==> config.mk <==
export PLATFORM = sky130hd
export DESIGN_NAME = nfc_ctrl
export DESIGN_NICKNAME = d
export VERILOG_FILES = /design/src/rtl/nfc_pkg.sv /design/src/rtl/nfc_sync.sv /design/src/rtl/nfc_strobe.sv /design/src/rtl/nfc_ecc.sv /design/src/rtl/nfc_ctrl.sv
export SDC_FILE = /design/constraint.sdc
export NUM_CORES = 1
export LEC_CHECK = 0
export BUFFER_PORTS_ARGS = -buffer_cell sky130_fd_sc_hd__clkbuf_2
export CAP_MARGIN = 20
export CORE_MARGIN = 5
export CORE_UTILIZATION = 46
export CTS_CLUSTER_SIZE = 10
export DETAILED_ROUTE_END_ITERATION = 10
export GPL_ROUTABILITY_DRIVEN = 1
export GPL_TIMING_DRIVEN = 0
export MAX_ROUTING_LAYER = met4
export PLACE_DENSITY = 0.6
export RECOVER_POWER = 50
export SLEW_MARGIN = 30
export SYNTH_ARGS = -nofsm -noshare
export SYNTH_HDL_FRONTEND = slang
export SYNTH_HIERARCHICAL = 1
export SYNTH_SLANG_ARGS = --single-unit
==> constraint.sdc <==
create_clock -name clk -period 5.3 [get_ports clk]
set_input_delay 0.795 -clock clk [delete_from_list [all_inputs] [get_ports clk]]
set_output_delay 0.795 -clock clk [all_outputs]
set_load 0.005 [all_outputs]
==> src/rtl/nfc_pkg.sv <==
// Shared register map, pin-control bit positions and checksum mode codes.
package nfc_pkg;
    localparam int REG_DATA   = 0;
    localparam int REG_MODE   = 1;
    localparam int REG_STATUS = 2;
    localparam int REG_TIMING = 3;
    localparam int REG_RESET  = 4;

    localparam int MB_CLE = 0;
    localparam int MB_ALE = 1;
    localparam int MB_CE  = 2;
    localparam int MB_WEN = 3;
    localparam int MB_SPL = 4;
    localparam int MB_ECC = 5;
    localparam int MODE_W = 7;

    typedef enum logic [1:0] {
        ECC_IDLE  = 2'b00,
        ECC_FOLD  = 2'b01,
        ECC_DRAIN = 2'b10,
        ECC_CLEAR = 2'b11
    } ecc_mode_e;
endpackage

==> src/rtl/nfc_sync.sv <==
// Multi-stage synchronizer for one asynchronous level.
// Assumes STAGES >= 2; the output resets to RST_VAL.
module nfc_sync #(
    parameter int   STAGES  = 2,
    parameter logic RST_VAL = 1'b1
) (
    input  logic clk,
    input  logic rst_n,
    input  logic d_i,
    output logic q_o
);
    logic [STAGES-1:0] sr_q;

    // Shift the sampled level through the stages.
    always_ff @(posedge clk) begin
        if (!rst_n) sr_q <= {STAGES{RST_VAL}};
        else        sr_q <= {sr_q[STAGES-2:0], d_i};
    end

    assign q_o = sr_q[STAGES-1];
endmodule

==> src/rtl/nfc_strobe.sv <==
// Flash strobe engine: one read or write cycle per start pulse.
// The strobe phase lasts max(pulse,1) clocks and the hold phase max(hold,1) clocks.
// Assumes start_i is only raised while busy_o is low.
module nfc_strobe #(
    parameter int DW = 8,
    parameter int TW = 4
) (
    input  logic          clk,
    input  logic          rst_n,
    input  logic          start_i,
    input  logic          rd_i,
    input  logic [DW-1:0] wdata_i,
    input  logic [TW-1:0] pulse_i,
    input  logic [TW-1:0] hold_i,
    input  logic [DW-1:0] dq_i,
    output logic          busy_o,
    output logic          we_n_o,
    output logic          re_n_o,
    output logic [DW-1:0] dq_o,
    output logic          dq_oe_o,
    output logic          rd_done_o,
    output logic [DW-1:0] rd_data_o
);
    typedef enum logic [1:0] {ST_IDLE, ST_STB, ST_HLD} st_e;

    st_e           st_q;
    logic [TW-1:0] cnt_q;
    logic          rd_q;
    logic [DW-1:0] dout_q;

    function automatic logic [TW-1:0] last_idx(input logic [TW-1:0] v);
        return (v == '0) ? '0 : v - 1'b1;
    endfunction

    // Sequence strobe then hold, and capture the read byte at strobe end.
    always_ff @(posedge clk) begin
        if (!rst_n) begin
            st_q      <= ST_IDLE;
            cnt_q     <= '0;
            rd_q      <= 1'b0;
            dout_q    <= '0;
            rd_done_o <= 1'b0;
            rd_data_o <= '0;
        end else begin
            rd_done_o <= 1'b0;
            case (st_q)
                ST_IDLE: if (start_i) begin
                    st_q   <= ST_STB;
                    cnt_q  <= last_idx(pulse_i);
                    rd_q   <= rd_i;
                    dout_q <= wdata_i;
                end
                ST_STB: if (cnt_q == '0) begin
                    st_q  <= ST_HLD;
                    cnt_q <= last_idx(hold_i);
                    if (rd_q) begin
                        rd_data_o <= dq_i;
                        rd_done_o <= 1'b1;
                    end
                end else begin
                    cnt_q <= cnt_q - 1'b1;
                end
                ST_HLD: if (cnt_q == '0) st_q <= ST_IDLE;
                        else             cnt_q <= cnt_q - 1'b1;
                default: st_q <= ST_IDLE;
            endcase
        end
    end

    assign busy_o  = (st_q != ST_IDLE);
    assign we_n_o  = !((st_q == ST_STB) && !rd_q);
    assign re_n_o  = !((st_q == ST_STB) && rd_q);
    assign dq_oe_o = busy_o && !rd_q;
    assign dq_o    = dout_q;

    assert_no_restart_R7: assert property (@(posedge clk) disable iff (!rst_n)
        start_i |-> !busy_o);
    assert_capture_in_strobe_R6: assert property (@(posedge clk) disable iff (!rst_n)
        rd_done_o |-> $past(!re_n_o));
endmodule

==> src/rtl/nfc_ecc.sv <==
// Six-lane parity accumulator with in-order readout.
// Folds bytes in fold mode, steps the read pointer in drain mode, and zeroes on clear.
module nfc_ecc
    import nfc_pkg::*;
#(
    parameter int DW    = 8,
    parameter int LANES = 6
) (
    input  logic          clk,
    input  logic          rst_n,
    input  logic          clr_i,
    input  ecc_mode_e     mode_i,
    input  logic          byte_vld_i,
    input  logic [DW-1:0] byte_i,
    input  logic          rd_next_i,
    output logic [DW-1:0] par_o
);
    localparam int IW = $clog2(LANES);

    logic [DW-1:0] lane_q [LANES];
    logic [IW-1:0] fold_ptr, out_ptr;

    // Clear, fold bytes into the current lane, or advance the readout.
    always_ff @(posedge clk) begin
        if (!rst_n || clr_i || mode_i == ECC_CLEAR) begin
            for (int i = 0; i < LANES; i++) lane_q[i] <= '0;
            fold_ptr <= '0;
            out_ptr  <= '0;
        end else begin
            if (mode_i == ECC_FOLD && byte_vld_i) begin
                lane_q[fold_ptr] <= lane_q[fold_ptr] ^ byte_i;
                fold_ptr <= (fold_ptr == IW'(LANES-1)) ? '0 : fold_ptr + 1'b1;
            end
            if (mode_i == ECC_DRAIN && rd_next_i)
                out_ptr <= (out_ptr == IW'(LANES-1)) ? '0 : out_ptr + 1'b1;
        end
    end

    assign par_o = lane_q[out_ptr];

    assert_idle_no_fold_R8: assert property (@(posedge clk) disable iff (!rst_n)
        (byte_vld_i && mode_i == ECC_IDLE && !clr_i) |=> $stable(fold_ptr));
    assert_drain_steps_R9: assert property (@(posedge clk) disable iff (!rst_n)
        (rd_next_i && mode_i == ECC_DRAIN && !clr_i) |=> (out_ptr != $past(out_ptr)));
endmodule

==> src/rtl/nfc_ctrl.sv <==
// NAND flash byte-interface controller top: register file, bus handshake,
// pin control, strobe engine and parity lanes.
// Assumes the master holds req_i stable until ack_o and DATA_W >= 8.
module nfc_ctrl
    import nfc_pkg::*;
#(
    parameter int ADDR_W     = 3,
    parameter int DATA_W     = 8,
    parameter int RST_CYCLES = 4,
    parameter int SYNC_STG   = 2
) (
    input  logic              clk,
    input  logic              rst_n,
    input  logic              req_i,
    input  logic              we_i,
    input  logic [ADDR_W-1:0] addr_i,
    input  logic [DATA_W-1:0] wdata_i,
    output logic              ack_o,
    output logic [DATA_W-1:0] rdata_o,
    output logic              fl_cle_o,
    output logic              fl_ale_o,
    output logic              fl_ce_n_o,
    output logic              fl_wp_n_o,
    output logic              fl_we_n_o,
    output logic              fl_re_n_o,
    output logic [DATA_W-1:0] fl_dq_o,
    output logic              fl_dq_oe_o,
    input  logic [DATA_W-1:0] fl_dq_i,
    input  logic              fl_rb_i
);
    localparam int TW = DATA_W / 2;
    localparam int RW = $clog2(RST_CYCLES + 1);

    logic [MODE_W-1:0] mode_q;
    logic [DATA_W-1:0] tim_q;
    logic              rst_busy;
    logic [RW-1:0]     rst_cnt;
    logic              ack_q;
    logic [DATA_W-1:0] rdata_q, rdata_d;
    logic              rb_s;
    ecc_mode_e         ecc_mode;
    logic              eng_busy, eng_done;
    logic [DATA_W-1:0] eng_rdata, par;
    logic              accept, is_data, drain_rd, eng_start;

    assign ecc_mode  = ecc_mode_e'(mode_q[MB_ECC+1:MB_ECC]);
    assign accept    = req_i && !ack_q && !eng_done && !eng_busy;
    assign is_data   = (addr_i == ADDR_W'(REG_DATA));
    assign drain_rd  = is_data && !we_i && (ecc_mode == ECC_DRAIN);
    assign eng_start = accept && is_data && !drain_rd;

    nfc_sync #(.STAGES(SYNC_STG), .RST_VAL(1'b1)) u_rb_sync (
        .clk(clk), .rst_n(rst_n), .d_i(fl_rb_i), .q_o(rb_s)
    );

    nfc_strobe #(.DW(DATA_W), .TW(TW)) u_strobe (
        .clk(clk), .rst_n(rst_n), .start_i(eng_start), .rd_i(!we_i),
        .wdata_i(wdata_i), .pulse_i(tim_q[TW-1:0]), .hold_i(tim_q[2*TW-1:TW]),
        .dq_i(fl_dq_i), .busy_o(eng_busy), .we_n_o(fl_we_n_o), .re_n_o(fl_re_n_o),
        .dq_o(fl_dq_o), .dq_oe_o(fl_dq_oe_o), .rd_done_o(eng_done), .rd_data_o(eng_rdata)
    );

    nfc_ecc #(.DW(DATA_W), .LANES(6)) u_ecc (
        .clk(clk), .rst_n(rst_n), .clr_i(rst_busy), .mode_i(ecc_mode),
        .byte_vld_i((eng_start && we_i) || eng_done),
        .byte_i(eng_done ? eng_rdata : wdata_i),
        .rd_next_i(accept && drain_rd), .par_o(par)
    );

    // Select the read value of the addressed register.
    always_comb begin
        rdata_d = '0;
        case (addr_i)
            ADDR_W'(REG_DATA):   rdata_d = par;
            ADDR_W'(REG_MODE):   rdata_d[MODE_W-1:0] = mode_q;
            ADDR_W'(REG_STATUS): rdata_d[0] = !rb_s;
            ADDR_W'(REG_TIMING): rdata_d = tim_q;
            ADDR_W'(REG_RESET):  rdata_d[0] = rst_busy;
            default:             rdata_d = '0;
        endcase
    end

    // Register writes, soft reset sequencing and the register-side acknowledge.
    always_ff @(posedge clk) begin
        if (!rst_n) begin
            mode_q   <= '0;
            tim_q    <= '0;
            rst_busy <= 1'b0;
            rst_cnt  <= '0;
            ack_q    <= 1'b0;
            rdata_q  <= '0;
        end else begin
            ack_q <= accept && !(is_data && !we_i && !drain_rd);
            if (accept && !we_i) rdata_q <= rdata_d;
            if (rst_busy) begin
                mode_q <= '0;
                if (rst_cnt == '0) rst_busy <= 1'b0;
                else               rst_cnt  <= rst_cnt - 1'b1;
            end
            if (accept && we_i) begin
                case (addr_i)
                    ADDR_W'(REG_MODE):   if (!rst_busy) mode_q <= wdata_i[MODE_W-1:0];
                    ADDR_W'(REG_TIMING): tim_q <= wdata_i;
                    ADDR_W'(REG_RESET):  if (wdata_i[0]) begin
                        rst_busy <= 1'b1;
                        rst_cnt  <= RW'(RST_CYCLES - 1);
                        mode_q   <= '0;
                    end
                    default: ;
                endcase
            end
        end
    end

    assign ack_o     = ack_q | eng_done;
    assign rdata_o   = eng_done ? eng_rdata : rdata_q;
    assign fl_cle_o  = mode_q[MB_CLE];
    assign fl_ale_o  = mode_q[MB_ALE];
    assign fl_ce_n_o = !mode_q[MB_CE];
    assign fl_wp_n_o = mode_q[MB_WEN];

    assert_ack_pulse_R7: assert property (@(posedge clk) disable iff (!rst_n)
        ack_o |=> !ack_o);
    assert_strobes_exclusive_R5: assert property (@(posedge clk) disable iff (!rst_n)
        !(!fl_we_n_o && !fl_re_n_o));
    assert_write_drives_bus_R5: assert property (@(posedge clk) disable iff (!rst_n)
        !fl_we_n_o |-> fl_dq_oe_o);
    assert_reset_clears_mode_R3: assert property (@(posedge clk) disable iff (!rst_n)
        $fell(rst_busy) |-> (mode_q == '0));
endmodule

# [Word-level counts from Yosys, hierarchy flattened]
# Memory sizes are Yosys's and may differ from the RTL's. A register that Yosys moved wholly into a read port is not among the register bits.
# Cells that the tools add are included.
[word_totals] regBits=60 ramBits=48 output_inout_bits=24 elab_cells=132 mem_count=1
[classes] addsub=6 eq_ne=15 n_mux=45 bitwise=2 reduce_logical=48
[memory_table] name="u_ecc.lane_q" depth=6 word_bits=8 read_ports=2 rd_ports_with_merged_regs=2 wr=6 line="nfc_ecc.sv:20" source="logic [DW-1:0] lane_q [LANES];"
[ops] operator="3-bit 2-to-1 mux" count=12
[ops] operator="7-bit 2-to-1 mux" count=4
[ops] operator="8-bit 2-to-1 mux" count=3
[ops] operator="4-bit 2-to-1 mux" count=5
[ops] operator="1-bit logical AND" count=18
[ops] operator="6-bit one-hot mux with 3 select lines" count=1
[ops] operator="7-bit one-hot mux with 2 select lines" count=1
[ops] operator="1-bit logical NOT" count=12
[ops] operator="4-bit logical NOT" count=3
[ops] operator="1-bit 2-to-1 mux" count=12
[ops] operator="4-bit one-hot mux with 3 select lines" count=1
[ops] operator="3-bit AND reduction" count=4
[ops] operator="4-bit by 1-bit subtractor with 4-bit output, second input constant" count=3
[ops] operator="3-bit == test, second input constant" count=3
[ops] operator="8-bit OR reduction" count=1
[ops] operator="8-bit bitwise XOR" count=1
[ops] operator="3-bit by 1-bit adder with 3-bit output, second input constant" count=2
[ops] operator="2-bit == test, second input constant" count=3
[ops] operator="3-bit by 2-bit == test with 1-bit output, second input constant" count=2
[ops] operator="3-bit logical NOT" count=2
[ops] operator="2-bit 2-to-1 mux" count=3
[ops] operator="2-bit one-hot mux with 3 select lines" count=1
[ops] operator="1-bit one-hot mux with 5 select lines" count=1
[ops] operator="2-bit by 1-bit == test with 1-bit output, second input constant" count=2
[ops] operator="other kinds (11)" count=16

# [Logic depth before layout (Yosys ltp)]
# Gate-level depths: netlist (run 1).
[logic_depth] ltp_word=14 mapped_depth=11 mapped_depth_nobuf=10

# [Hierarchy]
# The synthesis (run 1) kept the hierarchy.
[modules_own_cells] module="nfc_ecc" n_inst=1 cells_per_inst=246 area_each_um2=3716.1 seq_area_each_um2=2162.1
[modules_own_cells] module="nfc_ctrl" n_inst=1 cells_per_inst=191 area_each_um2=1567.8 seq_area_each_um2=560.5
[modules_own_cells] module="nfc_strobe" n_inst=1 cells_per_inst=153 area_each_um2=1260.0 seq_area_each_um2=480.5
[modules_own_cells] module="nfc_sync" n_inst=1 cells_per_inst=4 area_each_um2=52.6 seq_area_each_um2=40.0

# [Least setup slack after synthesis (run 1)]
# OpenSTA, ideal clock, no wires.
[synth_timing] path_kind="input-to-reg" from="input addr_i[1]" to="memory u_ecc.lane_q[4][0] (enable)" setup_ns=0.330 t_arrival_ns=2.478 setup_slack_ns=2.493 stages=7 n_path_buf=1 path_cell_list="buf_1 > nor3_1 > a31o_2 > nand3b_1 > nor3_1 > nand3_1 > nand2_1"
[synth_lines] element="from (decl)" line="nfc_ctrl.sv:16" source="input logic [ADDR_W-1:0] addr_i,"
[synth_lines] element="to (decl)" line="nfc_ecc.sv:20"

==> reports/metrics.cfg, run 1 <==
[route]
vias=4928
drt_iter0_drc=520
ant_nets=0
dr.pass1.iters=5
via_per_inst=5.78
routed_wl_um=17600
drc=0
wire_per_inst_um=20.7

[sta]
finalCriticalPeriod_ps=4170
finClkSkew_ps=8.16
setup_tns_ps=0
tightestPinTransition_ps=767
finalCritPeriodShare_pct=78.6
fmax_mhz=240
hold_slack_ps=414
worst_slack_ps=1130
max_slew_margin_pct=48.6
slew_violations=0
rsz0062_at_grt=no
report.final.setup_viol=0
final_hold_viol_count=0

[finish]
design_area_um2=7550
diodes=0
area_growth_pct=14.5
drive_gt1_share_pct=16.5
fill_cells=1268
layout.core_utilization_pct=54.0
fin_nets=692
regArea_um2=3240
multi_input_area_um2=3020
final_cell_count_no_fill=852

[global_routing]
use_met1_pct=32.1
track_usage_pct=22.4
antenna_found_initial=0
grt_pass1_vias=4820
grt_max_degree=17
overflow=0
grtUsageMet3_pct=4.01
grt_use_met2_pct=32.1
grt_pass1_wl_um=27200
grt-busiest-layer=met1

[synthesis]
synth_top_flop_cell=dfxtp_1
synth-edff-count=64
syn_nets=627
yosysMostFrequentCell=nor2_1
synth_cell_types=64
yosysSeqAreaShare_pct=49.2
synth_top_cell_by_area=edfxtp_1
syn_area_per_cell_um2=11.1
postSynthCellCount=594
yosysTopAreaCellShare_pct=29.1
ys.warnings.count=6
synth_area_um2=6600
synthTopCellsByArea=edfxtp_1 (29%), dfxtp_1 (20%), mux4_2 (7.5%)
synth_common_cells=nor2_1 (82), dfxtp_1 (66), edfxtp_1 (64), nand2_1 (60), inv_1 (31)
ys_ff_latch=130
synthArstFlopShare_pct=0

[place]
pre_cts_ws_ps=1480
port_buffers=46
dpl.hpwl_um=12400
placed_area_um2=7050
gp_congestion=0.893
placed_cells=820

[clock_network]
clk_path_buf_depth=2
cts_tree=done
postCtsSetupRepairBufs=0
cts_hold_buf=0
clkSlewWorstSetupHoldPaths_ps=60
ctsHtreeMaxLevel=4
clockRootBuffer=clkbuf_16
worst_skew_pair.late_latency_ps=420
post_cts_resized=0
cts_buffers=17
cts_sinks=130

[pwr]
p_sw_share_pct=21.7
p_comb_share_pct=5.2
clkPwrFrac_pct=48.9
leakagePower_nw=2.75
total_power_mw=2.35
p_int_mw=1.84
seqPwrFrac_pct=45.9
ir_worst_vdd_mv=0.212
power_per_cell_area_nw_per_um2=312
p_switching_mw=0.511

[floorplan]
num_rows=43
start_util_pct=47.2
core_area_um2=14000
dieArea_um2=16800
die_x_um=130
io_pins=48
die_y_um=130

[setup_path]
crit_path_top_delay_cell=nor4b_1
crit_type=reg -> reg
critPathCaptureType=flip-flop
r2r_setup_slack_ps=1130
crit_path_max_incr_delay_ps=640
cp.arrival_ps=4220
worstPathMaxFanout=10
critPathMostFrequentCell=inv_1
crit_required_ps=5350
worstSetupStartpointType=flip-flop
path_cells=inv_1 -> ha_1 -> inv_1 -> nor4b_1 -> clkbuf_1 -> a31o_2 -> nand3b_1 -> nor3_1 -> nand3_1 -> nand2_1

[flow_run]
cap_violations=0

[outcome]
outcome=finished clean

[min_path]
min-delay-path-class=reg -> reg

cells by family (layout without fill, tap and decap cells):
| group | Yosys count | in the layout | synth area share [%] |
|---|---|---|---|
| fa+ha+maj | 9 | 9 | 1.71 |
| compound gates | 105 | 105 | 10.9 |
| simple gates | 211 | 211 | 15.4 |
| xor+xnor | 12 | 12 | 1.82 |
| flops | 130 | 130 | 49.2 |
| buf+inv | 63 | 141 | 4.42 |
| mux | 64 | 64 | 16.6 |
per-layer routing:
layer,wire (um),vias to the layer above
li1,-,2303
met1,8230,2429
met2,7970,169
met3,1040,27
met4,354,0
met5,0,-
power groups by stage:
| stage | Sequential, mW | Combinational [mW] | Clock (mW) |
|---|---|---|---|
| after detailed placement | 1.10 | 0.126 | 0 |
| after CTS | 1.08 | 0.127 | 1.17 |
| after global routing | 1.08 | 0.134 | 1.22 |
| after global placement | 1.10 | 0.124 | 0 |
| after floorplan | 1.10 | 0.0822 | 0 |
| final | 1.08 | 0.123 | 1.15 |
area by class of cell:
class | count | area share (%)
repair buffers | 46 | 2.83
well taps | 180 | 2.98
clock buffers | 19 | 5.73
plain buffers | 32 | 2.12
multi-input cells | 401 | 39.9
flip-flops and latches | 130 | 43.0
inverters | 31 | 1.54
clock inverters | 13 | 1.89
registers in the layout, indices dropped and copies added (netlist names), 2 cells and up, named ones only:
signal              count
mode_q                  7
rdata_q                 8
rst_cnt                 3
tim_q                   8
u_ecc/fold_ptr          3
u_ecc/lane_q           64
u_ecc/out_ptr           3
u_rb_sync/sr_q          2
u_strobe/cnt_q          4
u_strobe/dq_o           8
u_strobe/rd_data_o      8
u_strobe/st_q           2
critical path, delay by kind of cell, from the launching register on:
kind	cells	cell delay, ps
adder cells (fa/ha/maj)	1	240
AND/OR/NAND/NOR	5	2320
AO/OA/AOI/OAI	1	270
flip-flops	1	310
buffers and inverters	3	640
cells in the final DEF (no fill, tap or decap), types with 3 or more instances in the layout:
| cell | n |
|---|---|
| nor2_1 | 82 |
| bufinv_16 | 3 |
| a22oi_1 | 13 |
| o221ai_1 | 3 |
| nand3_1 | 12 |
| ha_1 | 9 |
| nand3b_1 | 3 |
| nor3_1 | 12 |
| and2_1 | 3 |
| nor2b_1 | 4 |
| mux4_1 | 10 |
| mux2_1 | 5 |
| buf_2 | 6 |
| dfxtp_1 | 66 |
| nand2_1 | 60 |
| and3_1 | 4 |
| mux2_2 | 4 |
| clkinv_2 | 6 |
| a21boi_0 | 18 |
| xnor2_1 | 4 |
| nand2b_1 | 5 |
| a21oi_1 | 17 |
| mux4_2 | 22 |
| buf_1 | 3 |
| clkbuf_16 | 17 |
| clkbuf_1 | 34 |
| mux2i_1 | 21 |
| o2111ai_1 | 3 |
| nand4_1 | 3 |
| inv_1 | 31 |
| clkbuf_2 | 34 |
| o2bb2ai_1 | 6 |
| o21ai_0 | 29 |
| edfxtp_1 | 64 |
| xor2_1 | 6 |
| nor3b_1 | 4 |
| o211ai_1 | 3 |
path summary, 6_finish.rpt:
kind / startpoint / to / cells after the start
worst min-delay path: u_rb_sync/sr_q[0] / u_rb_sync/sr_q[1] / 1
worst min register to register: u_rb_sync/sr_q[0] / u_rb_sync/sr_q[1] / 1
worst max register to register: u_strobe/st_q[1] / u_ecc/lane_q[4][5] / 10
worst max-delay path: u_strobe/st_q[1] / u_ecc/lane_q[4][5] / 10
Power figures use the tool's default switching activity.
==> inputs of run 2 (changes only) <==
- ABC_AREA: default -> 1
- PLACE_DENSITY: 0.6 -> 0.62
- clock period: 5.3 -> 3.4 ns (I/O delays scaled with it)
==> run 2 against run 1 <==
Net effect:
- worst setup slack got worse by 810 ps
- count of clock-buffer cells in the layout is 10 higher
- combinational power grew to 5.0 times the previous value
- synthesized area up 6.9%
- first-iteration DRC count is 18% higher
- clock power is 57% higher
- sequential share of layout area down 2.5 points
- largest cell class unchanged
==> reports/metrics.cfg, run 2 <==
[sta]
finalCritPeriodShare_pct=90.4
report.final.setup_viol=0
rsz0062_at_grt=no
max_slew_margin_pct=40.2
finClkSkew_ps=6.57
final_hold_viol_count=0
tightestPinTransition_ps=887
finalCriticalPeriod_ps=3070
slew_violations=0
fmax_mhz=325

[synthesis]
ys_ff_latch=130
postSynthCellCount=921
synth_top_flop_cell=dfxtp_1
synth-edff-count=64
syn_nets=954
synthArstFlopShare_pct=0
yosysSeqAreaShare_pct=46.0
ys.warnings.count=6
synth_top_cell_by_area=edfxtp_1
synth_common_cells=nand2_1 (208), inv_1 (130), nor2_1 (103), nand3_1 (87), a21oi_1 (72)
yosysMostFrequentCell=nand2_1
synth_cell_types=44
syn_area_per_cell_um2=7.65
synth_area_um2=7050
yosysTopAreaCellShare_pct=27.3
synthTopCellsByArea=edfxtp_1 (27%), dfxtp_1 (19%), nand2_1 (11%)

[global_routing]
track_usage_pct=23.2
overflow=0
grt_pass1_wl_um=30900
antenna_found_initial=0
grt_pass1_vias=5567
grt_max_degree=17

[finish]
fill_cells=1482
layout_common_cells=nand2_1 (208), inv_1 (132), nor2_1 (103)
design_area_um2=8010
diodes=0
area_growth_pct=13.6
largest_register_ffs=64
layout.core_utilization_pct=53.1
top_register=u_ecc/lane_q
fin_nets=1022
final_cell_count_no_fill=1190
final_common_cell=nand2_1
drive_gt1_share_pct=12.9

[clock_network]
cts_sinks=130
cts_buffers=17
postCtsSetupRepairBufs=0
cts_hold_buf=0
clk_path_buf_depth=2
clkSlewWorstSetupHoldPaths_ps=50
clockRootBuffer=clkbuf_16
worst_skew_pair.late_latency_ps=420
cts_tree=done
post_cts_resized=0
ctsHtreeMaxLevel=4

[setup_path]
cp.arrival_ps=3120
r2r_end=u_ecc/lane_q[7][6]
r2r_setup_slack_ps=330
crit_type=reg -> reg
crit_required_ps=3440
worstSetupStartpointType=flip-flop
critPathCaptureType=flip-flop
timing.rr.start=u_strobe/rd_done_o
worstPathMaxFanout=10
r2r_cells=9

[floorplan]
start_util_pct=46.7
io_pins=48
die_x_um=134
num_rows=45
die_y_um=134
dieArea_um2=17900
core_area_um2=15100

[pwr]
ir_worst_vdd_mv=0.347
power_per_cell_area_nw_per_um2=519
leakagePower_nw=3.41

[route]
vias=6266
drt_iter0_drc=616
via_per_inst=5.27
wire_per_inst_um=16.8
routed_wl_um=20000
drc=0
ant_nets=0
dr.pass1.iters=5

[place]
port_buffers=47
dpl.hpwl_um=14900
placed_cells=1158
placed_area_um2=7550
gp_congestion=0.997

[min_path]
worstHoldEndpoint=u_rb_sync/sr_q[0]
worstHoldStart=fl_rb_i
min-delay-path-class=in -> reg
min_path_cells=3

[outcome]
outcome=finished clean

[flow_run]
cap_violations=0

## run 2: worst max-delay path, stage by stage, from the launching register on
cell	delay, ps
dfxtp_1	360
clkbuf_1	390
inv_1	240
buf_2	250
o21ai_0	210
nand3_2	190
nor2_4	160
buf_6	180
nand3_1	140
a21oi_2	580
## run 2: logic make-up (layout without fill, tap and decap cells)
family / after synthesis / count (layout) / synth area share, %
AO/OA/AOI/OAI: 158 / 158 / 12.1
XOR/XNOR: 3 / 3 / 0.373
adder cells (fa/ha/maj): 9 / 9 / 1.60
buffers and inverters: 176 / 257 / 10.6
flip-flops: 130 / 130 / 46.0
AND/OR/NAND/NOR: 445 / 445 / 29.3
## run 2: cell type report
type                    instances  area, um^2  share of cell area, %
well taps                     188         235                   2.94
repair buffers                 49         231                   2.89
inverters                     144         546                   6.81
multi-input cells             615        2970                   37.1
clock buffers                  29         552                   6.89
flip-flops and latches        130        3240                   40.5
clock inverters                 3        40.0                  0.500
plain buffers                  32         193                   2.41
## run 2: per-stage QoR
stage	hold WS (ps)	setup WS, ps	power (mW)	setup TNS [ps]
after detailed placement	393	181	2.43	0
final	273	327	4.15	0
after global routing	268	62.2	4.37	0
after floorplan	380	711	2.26	0
after CTS	262	155	4.23	0
after global placement	392	-767	2.42	-6730
## run 2: power by group
part | internal, mW | switching [mW]
registers | 1.70 | 0.0405
clock network | 1.17 | 0.630
logic | 0.211 | 0.403
## run 2: how the worst max path moves through the flow
stage,startpoint,endpoint,cells after the start
floorplan,u_strobe/st_q[0],u_ecc/lane_q[5][0],8
global placement,addr_i[1],u_ecc/lane_q[5][4],6
detailed placement,u_strobe/st_q[0],u_ecc/lane_q[4][2],11
CTS,u_strobe/st_q[0],u_ecc/lane_q[4][2],11
global route,u_strobe/rd_done_o,u_ecc/lane_q[1][1],8
finish,u_strobe/rd_done_o,u_ecc/lane_q[7][6],9
## run 2: metal layers
metal | GRT usage [%] | vias to the layer above | wire (um)
met3 | 5.10 | 32 | 1400
met1 | 33.0 | 2896 | 9410
met2 | 33.7 | 217 | 8730
met4 | 6.29 | 0 | 441
met5 | - | - | 0
li1 | - | 3121 | -
==> inputs of run 3 (changes only) <==
- CORE_UTILIZATION: 46 -> 55
- PLACE_DENSITY: 0.62 -> 0.72
==> run 3 against run 2 <==
Net effect:
- sequential share of layout area grew 0.16 points
- core utilization grew 10 points
- worst setup slack lost 98 ps
- highest routed layer unchanged
==> reports/metrics.cfg, run 3 (synthesis gave the netlist of run 2 again) <==
[outcome]
outcome=finished clean

[sta]
max_slew_margin_pct=45.4
finalCriticalPeriod_ps=3170
report.final.setup_viol=0
slew_violations=0
rsz0062_at_grt=no
worst_slack_ps=229
tightestPinTransition_ps=811
finClkSkew_ps=8.02
fmax_mhz=315
final_hold_viol_count=0
finalCritPeriodShare_pct=93.3

[route]
ant_nets=0
via_per_inst=5.36
vias=6288
wire_per_inst_um=16.5
drc=0
routed_wl_um=19300
dr.pass1.iters=6
drt_iter0_drc=703

[clock_network]
cts_tree=done
cts_hold_buf=0
ctsHtreeMaxLevel=4
clk_path_buf_depth=2
clockRootBuffer=clkbuf_16
clkSlewWorstSetupHoldPaths_ps=60
cts_buffers=17
cts_sinks=130
postCtsSetupRepairBufs=0
worst_skew_pair.late_latency_ps=420

[setup_path]
r2r_setup_slack_ps=230
r2r_cells=11
cp.arrival_ps=3220
critPathCaptureType=flip-flop
crit_type=reg -> reg
path_cells=inv_1 -> ha_1 -> inv_1 -> inv_1 -> nand4_1 -> o21ai_0 -> nand3_2 -> nor2_4 -> buf_6 -> nand3_1 -> a21oi_2
crit_path_max_incr_delay_ps=580
worstSetupStartpointType=flip-flop
crit_path_top_delay_cell=a21oi_2
worstPathMaxFanout=10
r2r_end=u_ecc/lane_q[7][6]
critPathMostFrequentCell=inv_1
timing.rr.start=u_strobe/st_q[1]
crit_required_ps=3450
critPathBufInv=4
path_delay_family=compound AO/OA/AOI/OAI gates

[finish]
area_growth_pct=13.2
diodes=0
largest_register_ffs=64
layout.core_utilization_pct=63.5
final_cell_count_no_fill=1174
multi_input_area_um2=2950
regArea_um2=3240
layout_common_cells=nand2_1 (209), inv_1 (133), nor2_1 (104)
final_common_cell=nand2_1
fill_cells=1157
drive_gt1_share_pct=12.6
top_register=u_ecc/lane_q
fin_nets=1022

[place]
dpl.hpwl_um=14400
pre_cts_ws_ps=41.0
gp_congestion=1.06
port_buffers=47
placed_cells=1142

[global_routing]
overflow=0
grt_pass1_wl_um=30000
track_usage_pct=27.2
antenna_found_initial=0
grt_max_degree=17
grt_pass1_vias=5642

[floorplan]
num_rows=41
die_y_um=123
die_x_um=123
dieArea_um2=15200
core_area_um2=12600
io_pins=48
start_util_pct=56.1

[min_path]
min-delay-path-class=in -> reg
worstHoldEndpoint=u_rb_sync/sr_q[0]
worstHoldStart=fl_rb_i
min_path_cells=3

[pwr]
power_per_cell_area_nw_per_um2=522
total_power_mw=4.16
ir_worst_vdd_mv=0.448
leakagePower_nw=3.38

[flow_run]
cap_violations=0

[run 3: cell types whose count changed in the layout (fill, tap and decap cells not counted), sizes merged]
cell,previous run,this run
clkinv,3,6
inv,143,145
buf,18,20
clkinvlp,0,3
clkbuf,92,82
[run 3: how the worst max path moves through the flow]
stage / from / end / depth (start not counted)
floorplan: u_strobe/st_q[0] / u_ecc/lane_q[5][0] / 8
global placement: u_strobe/st_q[0] / u_ecc/lane_q[5][3] / 8
detailed placement: u_strobe/st_q[0] / u_ecc/lane_q[6][3] / 11
CTS: u_strobe/st_q[0] / u_ecc/lane_q[4][6] / 11
global route: u_strobe/st_q[0] / u_ecc/lane_q[1][6] / 10
finish: u_strobe/st_q[1] / u_ecc/lane_q[7][6] / 11
[run 3: worst min-delay path, stage by stage]
cell and delay (ps):
clkbuf_2 80, inv_1 30, nand2_1 40
[run 3: timing repair]
action / in CTS / in global routing
setup endpoints to repair: 8 / 5
resized for setup: 1 / 1
gates cloned: 0 / 0
hold endpoints to repair: 0 / 0
[run 3: final cells by class]
cell class                      count  share of cell area (%)
Tap cell                          172                    2.70
Clock buffer                       21                    6.30
Timing Repair Buffer               49                    2.85
Inverter                          144                    6.84
Multi-Input combinational cell    615                    37.0
Clock inverter                     11                    1.22
Buffer                             32                    2.43
Sequential cell                   130                    40.7
[run 3: power by group]
part | total [mW] | switching [mW] | internal (mW)
Clock | 1.81 | 0.685 | 1.13
Combinational | 0.605 | 0.396 | 0.209
Sequential | 1.74 | 0.0399 | 1.70
[run 3: through the flow]
| step | hold slack [ps] | setup TNS (ps) | instance area (um^2) |
|---|---|---|---|
| 3_5_place_dp | 396 | 0 | 7530 |
| 4_1_cts | 259 | 0 | 8130 |
| 3_3_place_gp | 395 | -5420 | 7500 |
| 5_1_grt | 278 | 0 | 7980 |
| 2_1_floorplan | 380 | 0 | 7050 |
| 6_report | 271 | 0 | 7980 |
[run 3: per-layer routing]
metal	track usage (%)	share of wire (%)	up-vias
li1	-	-	3121
met1	37.9	45	2834
met2	39.1	44	292
met3	6.68	9.1	41
met4	9.27	2.1	0
met5	-	0	-
